[src/rtl/dring_pkg.sv]
package dring_pkg;

  typedef enum logic [1:0] {
    ST_STOPPED   = 2'd0,
    ST_RUNNING   = 2'd1,
    ST_SUSP_TAIL = 2'd2,
    ST_SUSP_UNAV = 2'd3
  } dr_status_e;

  typedef enum logic [2:0] {
    F_STOP,
    F_CHECK,
    F_FETCH,
    F_HAND,
    F_WB,
    F_SUSP_TAIL,
    F_SUSP_UNAV
  } dr_fsm_e;

  localparam logic [2:0] SEL_BASE = 3'd0;
  localparam logic [2:0] SEL_LEN  = 3'd1;
  localparam logic [2:0] SEL_TAIL = 3'd2;
  localparam logic [2:0] SEL_CTRL = 3'd3;
  localparam logic [2:0] SEL_IRQ  = 3'd4;

endpackage

[src/rtl/dring_regs.sv]
module dring_regs
  import dring_pkg::*;
#(
  parameter int AW = 32,
  parameter int IW = 8
) (
  input  logic          clk,
  input  logic          rst_n,
  input  logic          we,
  input  logic [2:0]    sel,
  input  logic [AW-1:0] wdata,
  input  logic          set_tail_irq,
  input  logic          set_unav_irq,
  output logic [AW-1:0] base_q,
  output logic [IW-1:0] len_q,
  output logic [AW-1:0] tail_q,
  output logic          run_q,
  output logic          start_pulse,
  output logic          tail_wr,
  output logic          irq_tail,
  output logic          irq_unav
);

  logic clr_wr;

  assign start_pulse = we && (sel == SEL_CTRL) && wdata[0];
  assign tail_wr     = we && (sel == SEL_TAIL);
  assign clr_wr      = we && (sel == SEL_IRQ);

  always_ff @(posedge clk or negedge rst_n) begin
    if (!rst_n) begin
      base_q <= '0;
      len_q  <= '0;
      tail_q <= '0;
      run_q  <= 1'b0;
    end else if (we) begin
      case (sel)
        SEL_BASE: base_q <= wdata;
        SEL_LEN:  len_q  <= wdata[IW-1:0];
        SEL_TAIL: tail_q <= wdata;
        SEL_CTRL: run_q  <= wdata[0];
        default:  ;
      endcase
    end
  end

  // a new suspension event takes precedence over a clear in the same cycle
  always_ff @(posedge clk or negedge rst_n) begin
    if (!rst_n) begin
      irq_tail <= 1'b0;
      irq_unav <= 1'b0;
    end else begin
      if (set_tail_irq)           irq_tail <= 1'b1;
      else if (clr_wr && wdata[0]) irq_tail <= 1'b0;
      if (set_unav_irq)           irq_unav <= 1'b1;
      else if (clr_wr && wdata[1]) irq_unav <= 1'b0;
    end
  end

endmodule

[src/rtl/dring_walk.sv]
module dring_walk #(
  parameter int AW        = 32,
  parameter int IW        = 8,
  parameter int LOG2_DESC = 4,
  parameter int STAT_WORD = 3
) (
  input  logic          clk,
  input  logic          rst_n,
  input  logic          load,
  input  logic          step,
  input  logic [AW-1:0] base,
  input  logic [IW-1:0] len,
  output logic [IW-1:0] idx,
  output logic [AW-1:0] cur_ptr,
  output logic [AW-1:0] stat_addr
);

  localparam int STAT_OFS = STAT_WORD * 4;

  function automatic logic [AW-1:0] f_desc_addr(input logic [AW-1:0] b, input logic [IW-1:0] i);
    return b + (AW'(i) << LOG2_DESC);
  endfunction

  function automatic logic [IW-1:0] f_next_idx(input logic [IW-1:0] i, input logic [IW-1:0] last);
    return (i == last) ? '0 : i + 1'b1;
  endfunction

  always_ff @(posedge clk or negedge rst_n) begin
    if (!rst_n)     idx <= '0;
    else if (load)  idx <= '0;
    else if (step)  idx <= f_next_idx(idx, len);
  end

  assign cur_ptr   = f_desc_addr(base, idx);
  assign stat_addr = cur_ptr + AW'(STAT_OFS);

endmodule

[src/rtl/dring_fsm.sv]
module dring_fsm
  import dring_pkg::*;
#(
  parameter int AW      = 32,
  parameter int DW      = 32,
  parameter int OWN_BIT = 31
) (
  input  logic          clk,
  input  logic          rst_n,
  input  logic          start_pulse,
  input  logic          run_q,
  input  logic          tail_wr,
  input  logic [AW-1:0] cur_ptr,
  input  logic [AW-1:0] tail_q,
  input  logic [AW-1:0] stat_addr,
  input  logic          mem_ack,
  input  logic [DW-1:0] mem_rdata,
  input  logic          mv_done,
  output logic          mem_req,
  output logic          mem_we,
  output logic [AW-1:0] mem_addr,
  output logic [DW-1:0] mem_wdata,
  output logic          mv_valid,
  output logic [AW-1:0] mv_desc,
  output logic          load,
  output logic          step,
  output logic          ev_tail_hit,
  output logic          ev_unavail,
  output logic          ev_resume,
  output logic [1:0]    status
);

  localparam logic [DW-1:0] OWN_MASK = DW'(1) << OWN_BIT;

  dr_fsm_e       state, nxt;
  logic [DW-1:0] word_q;
  logic          pend;
  logic          in_susp;
  logic          ev_owned;

  assign in_susp     = (state == F_SUSP_TAIL) || (state == F_SUSP_UNAV);
  assign ev_tail_hit = (state == F_CHECK) && run_q && (cur_ptr == tail_q);
  assign ev_owned    = (state == F_FETCH) && mem_ack && mem_rdata[OWN_BIT];
  assign ev_unavail  = (state == F_FETCH) && mem_ack && !mem_rdata[OWN_BIT];
  assign ev_resume   = in_susp && run_q && pend && (tail_q != cur_ptr);
  assign load        = (state == F_STOP) && start_pulse;
  assign step        = (state == F_WB) && mem_ack;

  assign mem_req   = (state == F_FETCH) || (state == F_WB);
  assign mem_we    = (state == F_WB);
  assign mem_addr  = stat_addr;
  assign mem_wdata = word_q & ~OWN_MASK;
  assign mv_valid  = (state == F_HAND);
  assign mv_desc   = cur_ptr;

  always_comb begin
    case (state)
      F_STOP:      status = ST_STOPPED;
      F_SUSP_TAIL: status = ST_SUSP_TAIL;
      F_SUSP_UNAV: status = ST_SUSP_UNAV;
      default:     status = ST_RUNNING;
    endcase
  end

  always_comb begin
    nxt = state;
    case (state)
      F_STOP:  if (load) nxt = F_CHECK;
      F_CHECK: begin
        if (!run_q)           nxt = F_STOP;
        else if (ev_tail_hit) nxt = F_SUSP_TAIL;
        else                  nxt = F_FETCH;
      end
      F_FETCH: begin
        if (ev_owned)        nxt = F_HAND;
        else if (ev_unavail) nxt = F_SUSP_UNAV;
      end
      F_HAND:  if (mv_done) nxt = F_WB;
      F_WB:    if (mem_ack) nxt = F_CHECK;
      F_SUSP_TAIL, F_SUSP_UNAV: begin
        if (!run_q)         nxt = F_STOP;
        else if (ev_resume) nxt = F_CHECK;
      end
      default: nxt = F_STOP;
    endcase
  end

  always_ff @(posedge clk or negedge rst_n) begin
    if (!rst_n) state <= F_STOP;
    else        state <= nxt;
  end

  always_ff @(posedge clk or negedge rst_n) begin
    if (!rst_n)        word_q <= '0;
    else if (ev_owned) word_q <= mem_rdata;
  end

  // poll demand latch: a suspended state consumes it, a busy state accumulates it
  always_ff @(posedge clk or negedge rst_n) begin
    if (!rst_n)                pend <= 1'b0;
    else if (state == F_STOP)  pend <= 1'b0;
    else if (in_susp)          pend <= tail_wr;
    else                       pend <= pend | tail_wr;
  end

endmodule

[src/rtl/dring_ctl.sv]
module dring_ctl
  import dring_pkg::*;
#(
  parameter int AW        = 32,
  parameter int DW        = 32,
  parameter int IW        = 8,
  parameter int LOG2_DESC = 4,
  parameter int STAT_WORD = 3,
  parameter int OWN_BIT   = 31
) (
  input  logic          clk,
  input  logic          rst_n,
  input  logic          cfg_we,
  input  logic [2:0]    cfg_sel,
  input  logic [AW-1:0] cfg_wdata,
  output logic          mem_req,
  output logic          mem_we,
  output logic [AW-1:0] mem_addr,
  output logic [DW-1:0] mem_wdata,
  input  logic          mem_ack,
  input  logic [DW-1:0] mem_rdata,
  output logic          mv_valid,
  output logic [AW-1:0] mv_desc,
  input  logic          mv_done,
  output logic [1:0]    status,
  output logic [AW-1:0] cur_ptr,
  output logic          irq_tail,
  output logic          irq_unavail
);

  logic [AW-1:0] base_q, tail_q, stat_addr;
  logic [IW-1:0] len_q, idx;
  logic          run_q, start_pulse, tail_wr;
  logic          load, step;
  logic          ev_tail_hit, ev_unavail, ev_resume;

  dring_regs #(.AW(AW), .IW(IW)) u_regs (
    .clk(clk), .rst_n(rst_n), .we(cfg_we), .sel(cfg_sel), .wdata(cfg_wdata),
    .set_tail_irq(ev_tail_hit), .set_unav_irq(ev_unavail),
    .base_q(base_q), .len_q(len_q), .tail_q(tail_q), .run_q(run_q),
    .start_pulse(start_pulse), .tail_wr(tail_wr),
    .irq_tail(irq_tail), .irq_unav(irq_unavail)
  );

  dring_walk #(.AW(AW), .IW(IW), .LOG2_DESC(LOG2_DESC), .STAT_WORD(STAT_WORD)) u_walk (
    .clk(clk), .rst_n(rst_n), .load(load), .step(step),
    .base(base_q), .len(len_q), .idx(idx), .cur_ptr(cur_ptr), .stat_addr(stat_addr)
  );

  dring_fsm #(.AW(AW), .DW(DW), .OWN_BIT(OWN_BIT)) u_fsm (
    .clk(clk), .rst_n(rst_n), .start_pulse(start_pulse), .run_q(run_q), .tail_wr(tail_wr),
    .cur_ptr(cur_ptr), .tail_q(tail_q), .stat_addr(stat_addr),
    .mem_ack(mem_ack), .mem_rdata(mem_rdata), .mv_done(mv_done),
    .mem_req(mem_req), .mem_we(mem_we), .mem_addr(mem_addr), .mem_wdata(mem_wdata),
    .mv_valid(mv_valid), .mv_desc(mv_desc), .load(load), .step(step),
    .ev_tail_hit(ev_tail_hit), .ev_unavail(ev_unavail), .ev_resume(ev_resume),
    .status(status)
  );

endmodule

[config.mk]
export PLATFORM = sky130hd
export DESIGN_NAME = dring_ctl
export DESIGN_NICKNAME = d
export VERILOG_FILES = /design/src/rtl/dring_pkg.sv /design/src/rtl/dring_regs.sv /design/src/rtl/dring_walk.sv /design/src/rtl/dring_fsm.sv /design/src/rtl/dring_ctl.sv
export SDC_FILE = /design/constraint.sdc
export NUM_CORES = 1
export LEC_CHECK = 0
export ABC_AREA = 1
export BUFFER_PORTS_ARGS = -buffer_cell sky130_fd_sc_hd__buf_4
export CAP_MARGIN = 25
export CORE_AREA = 3 3 130 132
export CTS_CLUSTER_DIAMETER = 40
export DETAILED_ROUTE_END_ITERATION = 8
export DIE_AREA = 0 0 133 135
export PLACE_DENSITY_LB_ADDON = 0.08
export SKIP_CTS_REPAIR_TIMING = 1
export SLEW_MARGIN = 20
export SYNTH_ARGS = -nofsm -noshare
export SYNTH_HDL_FRONTEND = slang
export SYNTH_SLANG_ARGS = --single-unit
[constraint.sdc]
create_clock -name clk -period 6.4 [get_ports clk]
set_input_delay 0.32 -clock clk [delete_from_list [all_inputs] [get_ports clk]]
set_output_delay 0.32 -clock clk [all_outputs]
set_load 0.02 [all_outputs]
# Word-level counts from Yosys, hierarchy flattened
# Index checks and enable logic that the tools add are counted.
# word_totals
inputBits	72
ff_bits	118
output_inout_bits	135
# classes
bitwise_logic	1
muxes	20
eq_ne	18
n_addsub	3
n_reduce_logical	30
# ops
cell	n
$add A32 B12 Y32	1
$add A32 B4 Y32 const B	1
$eq A32 B32 Y1	1
$ne A32 B32 Y1	1
$mux W3	9
$mux W8	3
$pmux W3 S6	1
$logic_and A1 B1 Y1	16
$eq A3 B2 Y1 const B	4
$eq A3 B3 Y1 const B	4
$add A8 B1 Y8 const B	1
$eq A8 B8 Y1	1
$reduce_and A2 Y1	4
$eq A3 B1 Y1 const B	2
$logic_not A3 Y1	2
$mux W1	6
$pmux W2 S3	1
$reduce_bool A2 Y1	3
$reduce_and A5 Y1	1
$ne A2 B1 Y1 const B	2
$ne A3 B2 Y1 const B	1
$ne A3 B3 Y1 const B	1
$logic_or A1 B1 Y1	2
$ne A2 B2 Y1 const B	1
other kinds (3)	3

# Logic depth before layout (Yosys ltp)
# Gate-level depths: netlist (run 1).
# depth
ltp_word	8
ltp_mapped	22

# Hierarchy
# Synthesis (run 1) repeated with hierarchy kept, for this count alone.
# unflattened
cells_unflattened	1225
hier_area_um2	8496.9
# modules_own_cells
module	area_per_inst_um2	cells_each	n_inst	seq_area_each_um2
dring_regs	3055.4	337	1	1876.8
dring_walk	2902.8	546	1	200.2
dring_fsm	2538.7	342	1	875.8

# Worst setup path before layout (run 1)
# Ideal clock, no wire load.
# synth_timing
path_type	register to output
startpoint	register u_walk.idx[0]
endpoint	output port mem_addr[31]
t_arrival_ns	2.963
path_slack_ns	3.117
stages_incl_launch_ff	17
path_cell_list	dfrtp_1 -> ha_1 -> fa_1 -> nand2_1 -> inv_1 -> nor2_4 -> and3_1 -> nand3_2 -> nor2_4 -> nand3_2 -> nor2_4 -> nand2_2 -> nor2_4 -> nand2_2 -> nor2_4 -> nand2_1 -> xnor2_1
# synth_between
elab_chain_cells	2
# synth_lines
element	line_no	source
start: declaration	dring_walk.sv:13	output logic [IW-1:0] idx,
start signal: assignment	dring_walk.sv:31	else if (step) idx <= f_next_idx(idx, len);
$add A32 B12 Y32	dring_walk.sv:21	return b + (AW'(i) << LOG2_DESC);
net cur_ptr[6]	dring_ctl.sv:26	output logic [AW-1:0] cur_ptr,
$add A32 B4 Y32	dring_walk.sv:35	assign stat_addr = cur_ptr + AW'(STAT_OFS);
end: declaration	dring_ctl.sv:18	output logic [AW-1:0] mem_addr,
# The timed path passes the listed nets, and every way through them passes these cells.

# Worst setup path after layout (run 1)
# layout_timing
startpoint	register u_walk.idx[0]
endpoint	output port mem_addr[24]
# layout_between
elab_chain_cells	2
# layout_lines
element	line_no
$add A32 B12 Y32	dring_walk.sv:21
$add A32 B4 Y32	dring_walk.sv:35
# Every way passes these cells.

==> out/results.tsv, run 1 <==
metric	value	unit
outcome	finished with violations	
failing checks	negative hold slack	
most common cell after layout, fill and taps aside	nand2_1	
max_cap viols	0	
slowest library cell on the worst path	fa_1	
register area share after synthesis	0.376	
Die Wd	133	um
combinational share of power	0.475	
worst min-delay path class	in2async	
WS Path Type	reg2out	
Worst Path Max Fanout	7	
pre-CTS WS	2.82	ns
sequential fraction of design power	0.287	
number of global-route vias before repair	7173	
largest net degree at the start of global routing	66	
switching part of the total	0.426	
GP Congestion	0.907	
Core ar.	15800	um^2
final hold viol count	5	
first drt pass iteration count	5	
CTS H-tree depth	4	
upper clock frequency limit	248	MHz
die height	135	um
Clock Sinks	118	
P per Cell Area	406	nW/um^2
Critical Path Source	u_walk.idx[0]	
Post-Syn Nets	1163	
Clock Skew	0.00605	ns
Rel. slew slack	0.462	
1st-iter DRT viols	430	
cts bufs inserted	17	
Synth area leader	dfrtp_1	
Routed wire per std cell	14.3	um
first-pass GRT wire length	34700	um
critical path cell sequence	ha_1, fa_1, nand2_1, nor2_1, nand3_1, nor2_1, nand2_1, nor3_4, nand4_1, nor2_1, nand4_1, o21ai_1, nand2_1, buf_4	
Root Driver	clkbuf_16	
min cycle time layout	4.03	ns
Clk pin slew, worst setup/hold paths	0.06	ns
initial antenna violation count	0	
Avg Cell Area, Syn	7.26	um^2
gr ovfl total	0	
P_sw	1.71	mW
ANT nets after route	0	
post-synth top area share	0.376	
Yosys reg bits	118	
drt drc	0	
warnings from Yosys	0	
hold_ws	-0.00715	ns
area of the mapped netlist	7840	um^2
RSZ-0062 raised after global routing	false	
Ports	207	
worst r2r src	u_walk.idx[0]	
Synth Instances	1080	
crit-path max cell delay	0.73	ns
buffers added on ports	205	
total power	4.02	mW
Fin Setup TNS	0	ns
final setup vio count	0	
Ant. Diodes	0	
Worst Setup End Kind	output port	
Pins Over Slew Limit	0	
Max VDD drop	0.249	mV
Nets	1332	
Finished Core Util	0.626	
full die area	18000	um^2
startpoint type of the worst setup path	register	
via count	7321	
Critical Path AT	3.71	ns
share of layout cells above drive strength 1	0.266	
crit path to	mem_addr[24]	
clock latency on the worst-skew pair	0.42	ns
FF-to-FF End	u_fsm.state[2]	
Area Overhead vs Synth	26.3	%
clock tree buffer depth	2	
Rows	46	
Int Power	2.31	mW
setup ws final	2.37	ns
r2r setup slk	3.13	ns
Leak Pwr	5.32	nW
vias per cell	4.95	
CP required	6.08	ns
Tot GR Track Use	0.241	
CTS tree	done	
most frequent cells in the layout	302 x nand2_1, 209 x buf_4, 156 x inv_1, 118 x dfrtp_1, 81 x nor2_1	
Initial Util	0.496	
# fillers	1518	
Routed WL	21100	um
HPWL Detailed	16500	um
Worst Tran Pin Value	0.807	ns
worst-case reg-to-reg path depth	20	
top post-synthesis cells by area	dfrtp_1 38%, nand2_1 14%, inv_1 7.5%, nand3_1 5.2%, o21ai_0 4.9%	
Clock power frac	0.239	
Yosys cell types	41	
Tcrit/Tclk final	0.630	
==> how the worst min path moves through the flow <==
stage | depth (start not counted) | end | startpoint
global route | 1 | u_regs.base_q[26] | rst_n
finish | 1 | u_regs.base_q[26] | rst_n
floorplan | 0 | u_fsm.pend | rst_n
CTS | 1 | u_regs.base_q[26] | rst_n
global placement | 1 | u_regs.base_q[26] | rst_n
detailed placement | 1 | u_regs.base_q[26] | rst_n
==> power by group through the flow <==
stage / clock network, mW / registers [mW] / logic, mW
final: 0.961 / 1.15 / 1.91
after global routing: 1.02 / 1.19 / 2.09
after CTS: 0.976 / 1.15 / 1.93
after detailed placement: 0 / 1.16 / 1.92
after global placement: 0 / 1.15 / 1.90
after floorplan: 0 / 1.23 / 1.17
==> cell type report <==
| cell class | count | area [um^2] | area share |
|---|---|---|---|
| clock buffer | 17 | 425 | 0.0429 |
| timing repair buffer | 209 | 1570 | 0.158 |
| inverter | 160 | 601 | 0.0606 |
| tap | 216 | 270 | 0.0273 |
| multi-input combinational | 743 | 3920 | 0.396 |
| sequential | 118 | 2950 | 0.298 |
| clock inverter | 15 | 170 | 0.0172 |
==> routing by layer <==
metal	GRT usage	routed length [um]
met5	0	0
met3	0.0652	1590
met1	0.307	9280
met4	0.0704	384
met2	0.402	9810
==> kinds of logic (layout without fill, tap and decap cells) <==
family | after synthesis | count (layout) | share of synthesized area
flops | 118 | 118 | 0.376
other cells | 1 | 1 | 0.000478
fa+ha+maj | 11 | 11 | 0.0185
compound gates | 99 | 99 | 0.0688
buf+inv | 219 | 401 | 0.125
mux | 31 | 31 | 0.0445
xor+xnor | 34 | 34 | 0.0380
simple gates | 567 | 567 | 0.329
==> cell usage after synthesis <==
master,number
a32o_1,1
o31ai_1,1
nor2_2,5
or2_2,1
a21oi_1,12
nor3_1,6
a31oi_1,1
buf_4,41
nor2_1,81
nor3_4,1
nor4_1,6
o21ai_0,77
nand3_2,8
or2_1,1
ha_1,10
a221oi_1,1
o21ai_1,1
a21oi_2,2
and2_1,1
inv_2,4
nand2_1,302
nand3_1,81
dfrtp_1,118
clkbuf_1,17
nor2_4,6
xor2_1,22
nand2_2,30
and3_1,1
nand4_1,22
buf_2,1
mux2_2,31
nor3_2,1
o21bai_2,1
nand3b_1,12
xnor2_1,12
nand2_4,2
a21boi_2,1
inv_1,156
fa_1,1
conb_1,1
a21oi_4,1
==> critical path, delay by kind of cell (launching register included) <==
family,cells,cell delay [ns]
AO/OA/AOI/OAI,1,0.17
flip-flops,1,0.44
buffers and inverters,1,0.15
adder cells (fa/ha/maj),2,1.02
AND/OR/NAND/NOR,10,1.49
==> per-stage QoR <==
step / cell area [um^2] / instances
after floorplan: 7840 / 1080
after global placement: 9310 / 1446
after detailed placement: 9310 / 1446
after CTS: 9910 / 1478
after global routing: 9910 / 1478
final: 9910 / 1478
==> registers in the layout, summed over array words and instances, names as in the netlist <==
name / cells
u_regs.irq_unav: 1
u_regs.len_q: 8
u_fsm.pend: 1
u_fsm.word_q: 31
u_fsm.state: 3
u_regs.base_q: 32
u_regs.tail_q: 32
u_regs.irq_tail: 1
u_walk.idx: 8
u_regs.run_q: 1
(Power assumes the default switching activity.)
==> run 2: changes to the inputs <==
- CORE_AREA: 3 3 130 132 -> 3 3 131 133
- DIE_AREA: 0 0 133 135 -> 0 0 134 136
- clock period: 6.4 -> 3.5 ns (I/O delays scaled with it)
==> run 2 against run 1 <==
  * The flow now finishes without violations
  * Clock skew increased by 0.0035 ns
  * Final cell count grew 4.1%
  * Critical path depth is the same
  * Critical endpoint is now mem_addr[23]
==> out/results.tsv, run 2 (synthesis results as in run 1) <==
metric	value	unit
Ant. Diodes	0	
Critical Path AT	3.22	ns
Tcrit/Tclk final	0.970	
M3 GR Usage	0.0526	
gr ovfl total	0	
Clk pin slew, worst setup/hold paths	0.06	ns
CTS H-tree depth	4	
biggest regs	u_regs.base_q (32), u_regs.tail_q (32), u_fsm.word_q (31)	
Die Wd	134	um
drt drc	0	
largest net degree at the start of global routing	46	
clock tree buffer depth	2	
Max VDD drop	0.444	mV
Initial Util	0.492	
Clock Skew	0.00951	ns
DP Area	9360	um^2
full die area	18200	um^2
cts bufs inserted	17	
min cycle time layout	3.39	ns
most common cell after layout, fill and taps aside	nand2_1	
Pins Over Slew Limit	0	
Routed WL	22000	um
HPWL Detailed	16600	um
Area Overhead vs Synth	36.4	%
number of global-route vias before repair	6904	
outcome	completed	
Ports	207	
die height	136	um
worst min-delay path class	in2reg	
initial antenna violation count	0	
CP required	3.32	ns
slowest library cell on the worst path	fa_2	
Worst Setup End Kind	output port	
WS Path Type	reg2out	
Worst Path Max Fanout	5	
Leak Pwr	5.62	nW
buffers added on ports	205	
share of layout cells above drive strength 1	0.303	
global route hottest layer	met2	
vias per cell	4.90	
crit-path max cell delay	0.62	ns
first-pass GRT wire length	33500	um
RSZ-0062 raised after global routing	true	
clock latency on the worst-skew pair	0.42	ns
Rel. slew slack	0.604	
Worst Path Buf+Inv	2	
Design Area, Final	10700	um^2
GP Congestion	0.896	
final setup vio count	0	
P per Cell Area	711	nW/um^2
Global Route met2 Usage	0.375	
most used cell along the critical path	nor2_4	
Routed wire per std cell	14.3	um
Top delay family on crit path	simple AND/OR/NAND/NOR gates	
grt met1 use	0.304	
Root Driver	clkbuf_16	
Nets	1392	
first drt pass iteration count	5	
startpoint type of the worst setup path	register	
Core ar.	15900	um^2
1st-iter DRT viols	433	
ANT nets after route	0	
Rows	46	
critical path cell sequence	ha_4, fa_2, and3_2, nand3_4, nor2_4, nand3_4, nor2_4, nand2_2, nor2_4, nand2_4, nor2_4, buf_4, xor2_1, buf_4	
Tot GR Track Use	0.231	
final hold viol count	0	
r2r setup slk	0.57	ns
upper clock frequency limit	295	MHz
max_cap viols	0	
via count	7535	
most frequent cells in the layout	293 x nand2_1, 234 x buf_4, 156 x inv_1, 110 x dfrtp_1, 77 x o21ai_0	
hold_ws	0.0241	ns
Worst Tran Pin Value	0.594	ns
CTS tree	done	
Clock Sinks	118	
## run 2: cell type report
type | count | area, um^2
Fill cell | 1370 | 5240
Multi-Input combinational cell | 743 | 4170
Sequential cell | 118 | 2960
Timing Repair Buffer | 269 | 2130
Inverter | 160 | 601
Clock buffer | 18 | 429
Tap cell | 216 | 270
Clock inverter | 14 | 144
## run 2: per-layer routing
layer,vias up,routed length (um)
li1,3837,-
met1,3432,9870
met2,235,10300
met3,31,1360
met4,0,393
met5,-,0
## run 2: worst paths after layout
| check | from | end | cells past startpoint |
|---|---|---|---|
| max | u_walk.idx[0] | mem_addr[23] | 14 |
| min | cfg_wdata[30] | u_regs.tail_q[30] | 3 |
| max reg2reg | u_walk.idx[0] | u_fsm.state[2] | 21 |
| min reg2reg | u_regs.run_q | u_regs.run_q | 2 |
| max in group asynchronous | rst_n | u_walk.idx[6] | 3 |
| min in group asynchronous | rst_n | u_regs.base_q[2] | 2 |
## run 2: stage by stage
| stage | TNS (ns) | power [mW] | instances | utilization | setup WS (ns) |
|---|---|---|---|---|---|
| 5_1_grt | -0.368 | 8.10 | 1538 | 0.671 | -0.0658 |
| 3_3_place_gp | 0 | 5.59 | 1452 | 0.587 | 0.258 |
| 4_1_cts | -1.24 | 7.35 | 1484 | 0.623 | -0.259 |
| 2_1_floorplan | 0 | 4.39 | 1080 | - | 0.362 |
| 6_report | 0 | 7.61 | 1538 | 0.671 | 0.106 |
| 3_5_place_dp | 0 | 5.64 | 1452 | 0.587 | 0.202 |
## run 2: worst register-to-register path: stages, from the launching register on
cell	delay [ns]
dfrtp_2	0.42
ha_4	0.17
fa_2	0.41
nand2_2	0.09
nand2_2	0.09
nand3_2	0.13
nand2_4	0.11
nand2_1	0.12
nand2_1	0.08
nand2_2	0.14
nand2_1	0.07
nand2_1	0.11
nand3_1	0.14
nor2_1	0.12
nand2_1	0.06
nor2_1	0.18
nand2_1	0.10
nand2_1	0.08
nand2_2	0.07
nand2_2	0.08
nand2_1	0.05
nand2_1	0.06
## run 2: where the power goes
part	internal, mW	leakage (nW)	switching (mW)
Sequential	1.76	1.49	0.371
Clock	0.997	0.275	0.692
Combinational	1.61	3.86	2.18
Total	4.37	5.62	3.24
==> run 3: changes to the inputs <==
- RECOVER_POWER: not set -> 100
- TNS_END_PERCENT: not set -> 30
==> run 3 against run 2 <==
  * Clock skew about the same
  * Largest power group unchanged
  * First-iteration DRC count increased by 4.2%
  * Sequential share of layout area increased by 0.63 points
  * Clock power about the same
  * Setup slack got worse by 0.019 ns
  * Critical endpoint is now mem_addr[24]
  * The run now ends with max-capacitance violations, max-slew violations left
  * Total power decreased by 2.6%
  * Hold slack improved by 0.0025 ns
==> out/results.tsv, run 3 (synthesis results as in run 1) <==
metric	value	unit
outcome	finished with violations	
failing checks	max-capacitance violations, max-slew violations	
full die area	18200	um^2
die height	136	um
Worst Setup End Kind	output port	
CTS tree	done	
worst min-delay path class	in2reg	
Core ar.	15900	um^2
Worst Path Buf+Inv	1	
DP Area	9360	um^2
biggest regs	u_regs.base_q (32), u_regs.tail_q (32), u_fsm.word_q (31)	
Routed wire per std cell	14.3	um
HPWL Detailed	16600	um
Die Wd	134	um
Max VDD drop	0.444	mV
upper clock frequency limit	293	MHz
Worst Path Max Fanout	3	
sequential fraction of design power	0.286	
Rel. slew slack	-0.613	
Initial Util	0.492	
via count	7516	
WS Path Type	reg2out	
most frequent cells in the layout	293 x nand2_1, 179 x buf_4, 156 x inv_1, 110 x dfrtp_1	
# fillers	1424	
final hold viol count	0	
Ant. Diodes	0	
Tcrit/Tclk final	0.975	
GP Congestion	0.896	
Clock power frac	0.227	
switching part of the total	0.435	
clock tree buffer depth	2	
number of global-route vias before repair	6904	
gr ovfl total	0	
final setup vio count	0	
1st-iter DRT viols	451	
Clock Sinks	118	
Ports	207	
min cycle time layout	3.41	ns
max_cap viols	2	
first drt pass iteration count	5	
Critical Path AT	3.24	ns
cts bufs inserted	17	
total power	7.42	mW
Pins Over Slew Limit	88	
Nets	1390	
Multi-input gate area	4160	um^2
share of layout cells above drive strength 1	0.262	
ANT nets after route	0	
Top delay family on crit path	simple AND/OR/NAND/NOR gates	
CP required	3.32	ns
combinational share of power	0.487	
Clock Skew	0.00909	ns
slowest library cell on the worst path	fa_2	
Design Area, Final	10500	um^2
hold_ws	0.0266	ns
drt drc	0	
Clk pin slew, worst setup/hold paths	0.06	ns
Tot GR Track Use	0.231	
startpoint type of the worst setup path	register	
P_sw	3.23	mW
Routed WL	21900	um
P per Cell Area	709	nW/um^2
most common cell after layout, fill and taps aside	nand2_1	
vias per cell	4.89	
buffers added on ports	205	
Rows	46	
RSZ-0062 raised after global routing	true	
crit-path max cell delay	0.62	ns
CTS H-tree depth	4	
critical path cell sequence	ha_4, fa_2, nand2_4, nor2_4, nand3_2, nor2_2, nand2_2, nor3_4, nand4_1, nor2_2, nand4_1, nor2_1, nand2_1, nand2_1, buf_6	
Area Overhead vs Synth	33.4	%
FF/Latch Area	2960	um^2
Fin Setup TNS	0	ns
largest net degree at the start of global routing	46	
first-pass GRT wire length	33500	um
Leak Pwr	5.41	nW
Int Power	4.19	mW
initial antenna violation count	0	
Root Driver	clkbuf_16	
Worst Tran Pin Value	2.42	ns
clock latency on the worst-skew pair	0.42	ns
==> run 3: changes by cell type in the layout (fill, tap and decap cells not counted), sizes merged <==
cell    delta
clkbuf    +53
buf       -55
==> run 3: worst reg2reg max path, cell delays in order, from the launching register on <==
cell and delay, ns:
dfrtp_2 0.42, ha_4 0.17, fa_2 0.41, nand2_2 0.09
nand2_2 0.09, nand3_2 0.13, nand2_4 0.10, nand2_1 0.11
nand2_1 0.08, nand2_2 0.14, nand2_1 0.07, nand2_1 0.11
nand3_1 0.14, nor2_1 0.12, nand2_1 0.06, nor2_1 0.19
nand2_1 0.10, nand2_1 0.08, nand2_2 0.07, nand2_2 0.08
nand2_1 0.05, nand2_1 0.06
==> run 3: metal layers <==
metal  share of wire  track usage  up-vias
met5               0            0        -
met4           0.016       0.0811        0
met3           0.065       0.0526       27
met2            0.47        0.375      237
met1            0.45        0.304     3419
li1                -            -     3833
==> run 3: path summary, 6_finish.rpt <==
kind / startpoint / to / slack, ns / depth (start not counted)
worst max-delay path: u_walk.idx[0] / mem_addr[24] / 0.09 / 15
worst min-delay path: cfg_wdata[28] / u_regs.tail_q[28] / 0.03 / 3
worst max register to register: u_walk.idx[0] / u_fsm.state[2] / 0.57 / 21
worst min register to register: u_regs.run_q / u_regs.run_q / 0.50 / 2
max in group asynchronous: rst_n / u_regs.base_q[27] / 0.60 / 3
min in group asynchronous: rst_n / u_regs.tail_q[3] / 1.03 / 2
==> run 3: metrics by stage <==
stage / util / setup slack (ns) / cells
6_report: 0.656 / 0.0872 / 1536
5_1_grt: 0.656 / -0.0789 / 1536
4_1_cts: 0.623 / -0.259 / 1484
3_5_place_dp: 0.587 / 0.202 / 1452
3_3_place_gp: 0.587 / 0.258 / 1452
2_1_floorplan: - / 0.362 / 1080
==> run 3: layout make-up <==
type                            instances  area share
Timing Repair Buffer                  267       0.182
Multi-Input combinational cell        743       0.397
Sequential cell                       118       0.283
Clock buffer                           18      0.0410
Inverter                              160      0.0574
Clock inverter                         14      0.0138
Tap cell                              216      0.0258
==> run 3: power by group through the flow <==
stage / clock [mW] / sequential, mW / combinational [mW]
final: 1.68 / 2.12 / 3.61
after global routing: 1.79 / 2.18 / 3.93
after CTS: 1.72 / 2.11 / 3.52
after detailed placement: 0 / 2.13 / 3.51
after global placement: 0 / 2.11 / 3.47
after floorplan: 0 / 2.25 / 2.14
